$ cat config.mk
export PLATFORM = sky130hd
export DESIGN_NAME = cordic_nco
export DESIGN_NICKNAME = d
export VERILOG_FILES = /design/src/rtl/cordic_nco.sv
export SDC_FILE = /design/constraint.sdc
export NUM_CORES = 1
export LEC_CHECK = 0
export BUFFER_PORTS_ARGS = -buffer_cell sky130_fd_sc_hd__buf_2
export CAP_MARGIN = 20
export CORE_MARGIN = 2
export CORE_UTILIZATION = 60
export DETAILED_ROUTE_END_ITERATION = 10
export PLACE_DENSITY = 0.79
export SYNTH_ARGS = -nofsm -noshare
export SYNTH_HDL_FRONTEND = slang
export SYNTH_SLANG_ARGS = --single-unit
$ cat constraint.sdc
create_clock -name clk -period 12.2 [get_ports clk]
set_input_delay 1.22 -clock clk [delete_from_list [all_inputs] [get_ports clk]]
set_output_delay 1.22 -clock clk [all_outputs]
set_load 0.005 [all_outputs]
$ cat src/rtl/cordic_nco.sv
module cordic_nco #(
  parameter int N      = 16,
  parameter int PW     = 32,
  parameter int AW     = 24,
  parameter int G      = 3,
  parameter int DITHER = 0,
  parameter int FM_REG = 0,
  parameter int PM_REG = 0
) (
  input  logic                 clk,
  input  logic                 rst_n,
  input  logic                 en,
  input  logic [PW-1:0]        phase_inc,
  input  logic [PW-1:0]        freq_mod,
  input  logic [PW-1:0]        phase_mod,
  output logic signed [N-1:0]  sin_out,
  output logic signed [N-1:0]  cos_out,
  output logic                 out_valid
);
  localparam int CW  = $clog2(N);
  localparam int XW  = N + G + 1;
  localparam int ZW  = AW + 1;
  localparam int DLY = 2 + 2*DITHER;
  localparam logic [63:0] AMP = (64'd1 << (N-1)) - 64'd1;
  localparam logic [63:0] X0W = (AMP * 64'd652032875) >> (30 - G);
  localparam logic signed [XW-1:0] X0   = XW'(X0W);
  localparam logic signed [XW-1:0] AMPX = XW'(AMP);
  localparam logic signed [XW-1:0] HALF = XW'(64'd1 << (G-1));
  localparam logic [PW-1:0] DMASK = (PW'(1) << (PW-AW)) - PW'(1);

  function automatic logic [31:0] atan_turn(input logic [4:0] i);
    case (i)
      5'd0:  return 32'h2000_0000;
      5'd1:  return 32'h12E4_051E;
      5'd2:  return 32'h09FB_385B;
      5'd3:  return 32'h0511_11D4;
      5'd4:  return 32'h028B_0D43;
      5'd5:  return 32'h0145_D7E1;
      5'd6:  return 32'h00A2_F61E;
      5'd7:  return 32'h0051_7C55;
      5'd8:  return 32'h0028_BE53;
      5'd9:  return 32'h0014_5F2F;
      5'd10: return 32'h000A_2F98;
      5'd11: return 32'h0005_17CC;
      5'd12: return 32'h0002_8BE6;
      5'd13: return 32'h0001_45F3;
      5'd14: return 32'h0000_A2FA;
      5'd15: return 32'h0000_517D;
      5'd16: return 32'd10430;
      5'd17: return 32'd5215;
      5'd18: return 32'd2608;
      5'd19: return 32'd1304;
      5'd20: return 32'd652;
      5'd21: return 32'd326;
      5'd22: return 32'd163;
      5'd23: return 32'd81;
      5'd24: return 32'd41;
      5'd25: return 32'd20;
      5'd26: return 32'd10;
      5'd27: return 32'd5;
      5'd28: return 32'd3;
      5'd29: return 32'd1;
      5'd30: return 32'd1;
      default: return 32'd0;
    endcase
  endfunction

  function automatic logic signed [N-1:0] fit(input logic signed [XW-1:0] v);
    logic signed [XW-1:0] t;
    t = (v + HALF) >>> G;
    if (t > AMPX) t = AMPX;
    else if (t < -AMPX) t = -AMPX;
    return t[N-1:0];
  endfunction

  logic [CW-1:0] cnt;
  wire frame = (cnt == '0);

  always_ff @(posedge clk or negedge rst_n)
    if (!rst_n) cnt <= '0;
    else if (en) cnt <= (cnt == CW'(N-1)) ? '0 : cnt + 1'b1;

  logic [PW-1:0] step, acc, ph_src, dith;
  logic step_ok, acc_v, ph_ok;

  generate
    if (FM_REG != 0) begin : g_fm_reg
      logic [PW-1:0] step_q;
      logic step_qv;
      always_ff @(posedge clk or negedge rst_n)
        if (!rst_n) begin
          step_q <= '0; step_qv <= 1'b0;
        end else if (en && frame) begin
          step_q <= phase_inc + freq_mod; step_qv <= 1'b1;
        end
      assign step = step_q;
      assign step_ok = step_qv;
    end else begin : g_fm_dir
      assign step = phase_inc + freq_mod;
      assign step_ok = 1'b1;
    end
  endgenerate

  always_ff @(posedge clk or negedge rst_n)
    if (!rst_n) begin
      acc <= '0; acc_v <= 1'b0;
    end else if (en && frame) begin
      acc <= acc + step; acc_v <= step_ok;
    end

  generate
    if (PM_REG != 0) begin : g_pm_reg
      logic [PW-1:0] ph_q;
      logic ph_qv;
      always_ff @(posedge clk or negedge rst_n)
        if (!rst_n) begin
          ph_q <= '0; ph_qv <= 1'b0;
        end else if (en && frame) begin
          ph_q <= acc + phase_mod; ph_qv <= acc_v;
        end
      assign ph_src = ph_q;
      assign ph_ok = ph_qv;
    end else begin : g_pm_dir
      assign ph_src = acc + phase_mod;
      assign ph_ok = acc_v;
    end

    if (DITHER != 0) begin : g_dith
      logic [15:0] lfsr;
      always_ff @(posedge clk or negedge rst_n)
        if (!rst_n) lfsr <= 16'hACE1;
        else if (en && frame)
          lfsr <= {1'b0, lfsr[15:1]} ^ (lfsr[0] ? 16'hB400 : 16'h0000);
      assign dith = PW'(lfsr) & DMASK;
    end else begin : g_nodith
      assign dith = '0;
    end
  endgenerate

  wire [PW-1:0] ph_d = ph_src + dith;
  wire [AW-1:0] ang = ph_d[PW-1 -: AW];
  wire signed [ZW-1:0] z_ld = $signed({3'b000, ang[AW-3:0]});

  wire [31:0] at32 = atan_turn(5'(cnt));
  wire [31:0] at_sh = at32 >> (31 - AW);
  wire [31:0] at_r = (at_sh + 32'd1) >> 1;
  wire signed [ZW-1:0] atn = $signed(at_r[ZW-1:0]);

  logic signed [XW-1:0] x, y;
  logic signed [ZW-1:0] z;
  logic [1:0] quad;
  logic rot_v;

  wire signed [XW-1:0] xi = frame ? X0 : x;
  wire signed [XW-1:0] yi = frame ? '0 : y;
  wire signed [ZW-1:0] zi = frame ? z_ld : z;
  wire signed [XW-1:0] xs = xi >>> cnt;
  wire signed [XW-1:0] ys = yi >>> cnt;
  wire ccw = ~zi[ZW-1];

  always_ff @(posedge clk or negedge rst_n)
    if (!rst_n) begin
      x <= '0; y <= '0; z <= '0; quad <= '0; rot_v <= 1'b0;
    end else if (en) begin
      x <= ccw ? xi - ys : xi + ys;
      y <= ccw ? yi + xs : yi - xs;
      z <= ccw ? zi - atn : zi + atn;
      if (frame) begin
        quad  <= ang[AW-1:AW-2];
        rot_v <= ph_ok;
      end
    end

  wire signed [N-1:0] xr = fit(x);
  wire signed [N-1:0] yr = fit(y);
  logic signed [N-1:0] c_n, s_n;

  always_comb
    case (quad)
      2'd0:    begin c_n = xr;  s_n = yr;  end
      2'd1:    begin c_n = -yr; s_n = xr;  end
      2'd2:    begin c_n = -xr; s_n = -yr; end
      default: begin c_n = yr;  s_n = -xr; end
    endcase

  logic signed [N-1:0] c_d [DLY];
  logic signed [N-1:0] s_d [DLY];
  logic [DLY-1:0] v_d;
  logic en_q;

  always_ff @(posedge clk or negedge rst_n)
    if (!rst_n) begin
      for (int k = 0; k < DLY; k++) begin
        c_d[k] <= '0; s_d[k] <= '0;
      end
      v_d <= '0; en_q <= 1'b0;
    end else begin
      en_q <= en;
      if (en) begin
        if (frame) begin
          c_d[0] <= c_n; s_d[0] <= s_n;
        end
        v_d[0] <= frame & rot_v;
        for (int k = 1; k < DLY; k++) begin
          c_d[k] <= c_d[k-1]; s_d[k] <= s_d[k-1]; v_d[k] <= v_d[k-1];
        end
      end
    end

  assign cos_out   = c_d[DLY-1];
  assign sin_out   = s_d[DLY-1];
  assign out_valid = v_d[DLY-1] & en_q;
endmodule

After elaboration in Yosys (flattened, before gate mapping) --
Memory sizes are Yosys's and may differ from the RTL's. Cells that the tools add are included.
Cells by class: muxes and demuxes 13, shifts and indexed selects 2, add/sub/neg operators 15, equal/unequal tests 3, bitwise operators 2, magnitude comparators 4, reductions and logical operators 4
Operators by type and width (number):
- 32-bit adder | 3
- 16-bit case mux with 3 select lines | 2
- 20-bit two-way mux | 4
- 16-bit two-way mux | 4
- 25-bit two-way mux | 2
- 20-bit adder | 2
- 20-bit by 4-bit adder with 20-bit output (second input constant) | 2
- 20-bit by 4-bit >>> shifter with 20-bit output | 2
- 20-bit subtractor | 2
- 17-bit by 16-bit greater-than comparator with 1-bit output (second input constant) | 2
- 17-bit by 16-bit less-than comparator with 1-bit output (second input constant) | 2
- 16-bit negator | 2
- 25-bit by 1-bit adder with 26-bit output (second input constant) | 1
- 25-bit adder | 1
- 25-bit subtractor | 1
- 4-bit by 1-bit adder with 4-bit output (second input constant) | 1
- 4-bit == test (second input constant) | 1
- 4-bit zero test | 1
- 4-bit two-way mux | 1
- 1-bit bitwise AND | 2
- 2-bit by 1-bit == test with 1-bit output (second input constant) | 1
- 2-bit == test (second input constant) | 1
- 2-bit zero test | 1
- 2-bit AND reduction | 1
- 1-bit logical AND | 1
Storage, ports and cells: memories kept 1, logic and storage cells 58, input bits 99, flip-flop bits (word level) 172, bits in read-only memories 480, output and inout port bits 33
Memories:
- (name not given) | depth 16, width 30, read ports 1, clocked after memory_dff 0, write ports 0, line 32 | case (i)

Logic depth before layout (Yosys ltp) --
depth after elaboration 6, gate-level depth with buffers 28

Least setup slack after synthesis --
Ideal clock, no wire load.
path kind reg-to-reg, from register cnt[1], to register x[18], path slack 6.489 ns, buffers on the path 5, clock period less this slack 5.711 ns, data required time 12.063 ns, stages on the path, launching flop included 27, data arrival time 5.574 ns, setup time 0.137 ns, cells stage by stage dfrtp_1 buf_2 clkinv_1 buf_1 ha_1 buf_2 nor2b_1 buf_2 nor2_1 buf_2 a21oi_1 a21oi_1 a21oi_1 ha_1 nand2_1 o21ai_0 fa_1 a21o_1 a21o_1 a2111oi_0 nor2_1 a211oi_1 nor3_1 a41o_1 o41ai_1 xor2_1 mux2i_1
On the way: cells in the longest elaborated chain, start to end 5, elaborated cells between the ends (all ways) 8, classes of those cells add/sub (2); shift (1); mux (4); reduce/logical (1)
RTL lines:
- start, declared | line 76 | logic [CW-1:0] cnt;
- start signal, assigned | line 81 | else if (en) cnt <= (cnt == CW'(N-1)) ? '0 : cnt + 1'b1;
- 4-bit zero test | line 77 | wire frame = (cnt == '0);
- 20-bit two-way mux | line 155 | wire signed [XW-1:0] yi = frame ? '0 : y;
- 20-bit by 4-bit >>> shifter with 20-bit output | line 158 | wire signed [XW-1:0] ys = yi >>> cnt;
- 20-bit subtractor / 20-bit adder (equally long branches) | line 165 | x <= ccw ? xi - ys : xi + ys;
- 20-bit two-way mux (*) | line 165
- end signal, assigned | line 165
- end, declared | line 149 | logic signed [XW-1:0] x, y;
Mark *: on every way between the ends. The rest lies on a longest branch, timed or not. A chain may end at the register's enable or synchronous reset.

Final worst setup path --
Ends and elaborated chain as after synthesis.

==> metrics.md <==
| Metric | Value |
|---|---|
| Count of cell types in the netlist | `96` |
| Main area contributors after synthesis | `dfrtp_1 21%, ha_1 8.5%, mux2_2 5.6%` |
| Simple-gate area share of the yosys netlist | `0.199` |
| Skew-Pair Late Insertion Delay | `between 0.4 and 0.5 ns` |
| # DRC | `0` |
| Slew Limit Fails | `0` |
| Cells along the critical path | `buf_4 -> clkinv_1 -> ha_1 -> nor2b_1 -> nor2_1 -> a21oi_1 -> a21oi_1 -> a21oi_1 -> ha_1 -> nand2_1 -> o21ai_0 -> fa_1 -> a21o_1 -> a21o_1 -> a2111oi_0 -> nor2_1 -> a211oi_1 -> nor3_1 -> a41o_1 -> o41ai_1 -> xor2_1 -> mux2i_1` |
| CTS tree | `yes` |
| Worst r2r src | `cnt[1]` |
| Hold Fails Final Rpt | `0` |
| Via-to-Cell Ratio | `about 6.5` |
| Routed len/inst | `~20 um` |
| Worst r2r path cells | `22` |
| Skew final | `~0.015 ns` |
| Post-synth EDFFs | `0` |
| Multiplexer area fraction after synthesis | `0.0869` |
| Vias | `19500` |
| Adder and majority gate portion of the synthesized area | `0.120` |
| Part of the Yosys area used for sequential elements | `0.211` |
| Syn Area/Cell | `about 8 um2` |
| Vias in the first global route | `18200` |
| Initial Utilization | `0.608` |
| Tcrit/Tclk final | `0.655` |
| Grt total ovfl | `0` |
| Worst-Margin Slew | `0.998 ns` |
| Post-CTS sizing | `0` |
| Type of the tightest min-delay check | `reg -> reg` |
| Antenna violations before repair | `2` |
| RSZ-0062 raised after global routing | `no` |
| Max-cap viol count | `0` |
| Setup CP Type | `reg -> reg` |
| Ports | `~130` |
| Post-synth top area cell | `dfrtp_1` |
| TNS Setup | `0 ns` |
| Clk slew on worst S/H paths | `roughly 0.080 ns` |
| Synth top area share | `0.211` |
| Cts hold-fix bufs | `0` |
| Synth Register Bits | `172` |
| Layout cell share with drive strength beyond 1 | `0.137` |
| Worst EP required | `12.52 ns` |
| Clock Root Buffer | `clkbuf_16` |
| Sink Count | `172` |
| Synth Area in Compound Gates | `0.241` |
| Routed wire length | `59900 um` |
| CP Max Fanout | `approximately 50` |
| Minimum clock period | `7.99 ns` |
| Layout area overhead | `5.44%` |
| Die X-Extent | `between 150 and 200 um` |
| Slowest stage delay, CP | `0.93 ns` |
| DR iter-0 viols | `1772` |
| Reg2Reg Capture Point | `x[18]` |
| Site row count | `67` |
| Min-Delay Endpoint | `c_d[22]` |
| Relative slew margins | `0.328` |
| Startpoint types | `flip-flop` |
| Post-synthesis cell count | `~2500` |
| Synth warnings | `0` |
| TritonRoute pass-1 iters | `9` |
| Run status | `finished clean` |
| All-Layer GR Usage | `0.333` |
| Setup Fix Bufs, Post-CTS | `0` |
| Gpl congestion | `0.988` |
| CP most frequent cell | `a21oi_1` |
| Total core area | `0.0335 mm2` |
| XOR/XNOR share of the synthesized area | `0.0864` |
| Max Freq | `roughly 130 MHz` |
| Largest net degree at the start of global routing | `approximately 100` |
| Leading cell type in the layout, fill and taps excluded | `nand2_1` |
| Most frequent cells in the layout | `261 x nand2_1, 202 x o21ai_0, 177 x a21oi_1` |
| R2r setup slk | `4.21 ns` |
| ANT nets after route | `0` |
| Port Buffers | `around 130` |
| First-pass GRT wire length | `95500 um` |
| Clock buffer depth | `2` |
| Hold path cells | `2` |
| CP max stage cell | `clkinv_1` |
| Cts bufs inserted | `17` |
| DIE HEIGHT | `between 150 and 200 um` |
| Crit. End Element | `flip-flop` |
| Asr flop ratio synth | `1.00` |
| Top FF cell, synth | `dfrtp_1` |
| Synth Net Count | `2813` |
| Full die area | `~0.035 mm2` |
| Nets | `2791` |
| Largest family of logic cells by synthesized area | `compound AO/OA/AOI/OAI gates` |
| Synth Cell Area | `between 0.02 and 0.025 mm2` |
| Endpoints failing setup | `0` |
| DP HPWL | `45600 um` |
| Arrival time at the worst endpoint | `8.31 ns` |
| H-Tree Depth | `4` |
| Hold Startpoint | `c_d[22]` |
## cells in the mapped netlist (9+ instances only)
master / number
nand2_1: 262
o21ai_0: 202
a21oi_1: 177
nor2_1: 177
dfrtp_1: 172
ha_1: 138
xnor2_1: 127
clkbuf_1: 107
mux2_2: 102
xor2_1: 74
nand3_1: 65
nor3_1: 65
inv_1: 62
a21o_1: 51
and2_1: 44
nand2b_1: 39
a31oi_1: 37
buf_2: 35
fa_1: 35
buf_4: 33
mux2i_1: 33
o31ai_1: 32
or3_1: 29
a211oi_1: 28
nand4_1: 24
o211ai_1: 24
and3_1: 22
o21a_1: 22
o21bai_1: 19
a22oi_1: 18
nor2b_1: 18
buf_1: 16
nor4_1: 15
mux4_2: 13
or2_2: 13
o22ai_1: 12
a221oi_1: 11
and4_1: 9
nor3b_1: 9
## metrics by stage
step,area (um2),hold WS [ns],util,setup slack (ns),std cells
after floorplan,20400,0.430,-,6.49,2541
after global placement,20900,0.447,0.623,4.51,2948
after detailed placement,20900,0.466,0.623,4.43,2948
after CTS,21500,0.481,0.641,4.36,2980
after global routing,21500,0.513,0.641,3.79,2982
final,21500,0.476,0.641,4.21,2982
## cell type report
cell class | instances | area (um2)
Fill cell | 2928 | 12000
Timing Repair Buffer | 150 | 807
Tap cell | 448 | 561
Clock inverter | 14 | 170
Clock buffer | 18 | 429
Antenna cell | 2 | 5.00
Inverter | 66 | 248
Sequential cell | 172 | 4310
Multi-Input combinational cell | 2112 | 15000
## worst max-delay path, delay by kind of cell (launching register included)
| kind | cells | cell delay (ns) |
|---|---|---|
| compound gates | 10 | 2.85 |
| xor+xnor | 1 | 0.18 |
| fa+ha+maj | 3 | 1.57 |
| buf+inv | 2 | 1.37 |
| flops | 1 | 0.32 |
| mux | 1 | 0.09 |
| simple gates | 5 | 1.43 |
## flip-flops by register name, indices dropped and copies added, names as in the netlist
signal / count
acc: 32
acc_v: 1
c_d: 16
cnt: 4
cos_out: 16
en_q: 1
quad: 2
rot_v: 1
s_d: 16
sin_out: 16
v_d: 2
x: 20
y: 20
z: 25
## worst max path at each step
| stage | from | endpoint | slack (ns) | depth (start not counted) |
|---|---|---|---|---|
| 5_1_grt | cnt[1] | x[18] | 3.79 | 22 |
| 4_1_cts | cnt[1] | x[18] | 4.36 | 22 |
| 6_report | cnt[1] | x[18] | 4.21 | 22 |
| 3_5_place_dp | cnt[1] | x[18] | 4.43 | 22 |
| 2_1_floorplan | cnt[1] | x[18] | 6.49 | 26 |
| 3_3_place_gp | cnt[1] | x[18] | 4.51 | 22 |
## cells by family (layout without fill, tap and decap cells)
logic type | Yosys count | in the layout
simple gates | 830 | 830
compound gates | 758 | 758
buf+inv | 257 | 248
xor+xnor | 201 | 201
fa+ha+maj | 175 | 175
flops | 172 | 172
mux | 148 | 148
other cells | 0 | 2
## layer usage
metal,track usage,vias up,wire length [um]
met5,0,-,0
met4,0.148,0,2450
met3,0.0348,125,3870
met2,0.528,767,27300
met1,0.462,9343,26400
li1,-,9219,-
Power is left out: the tool's default activity adds up to more than one toggle a clock period on the data nets, which glitch-free logic cannot reach.
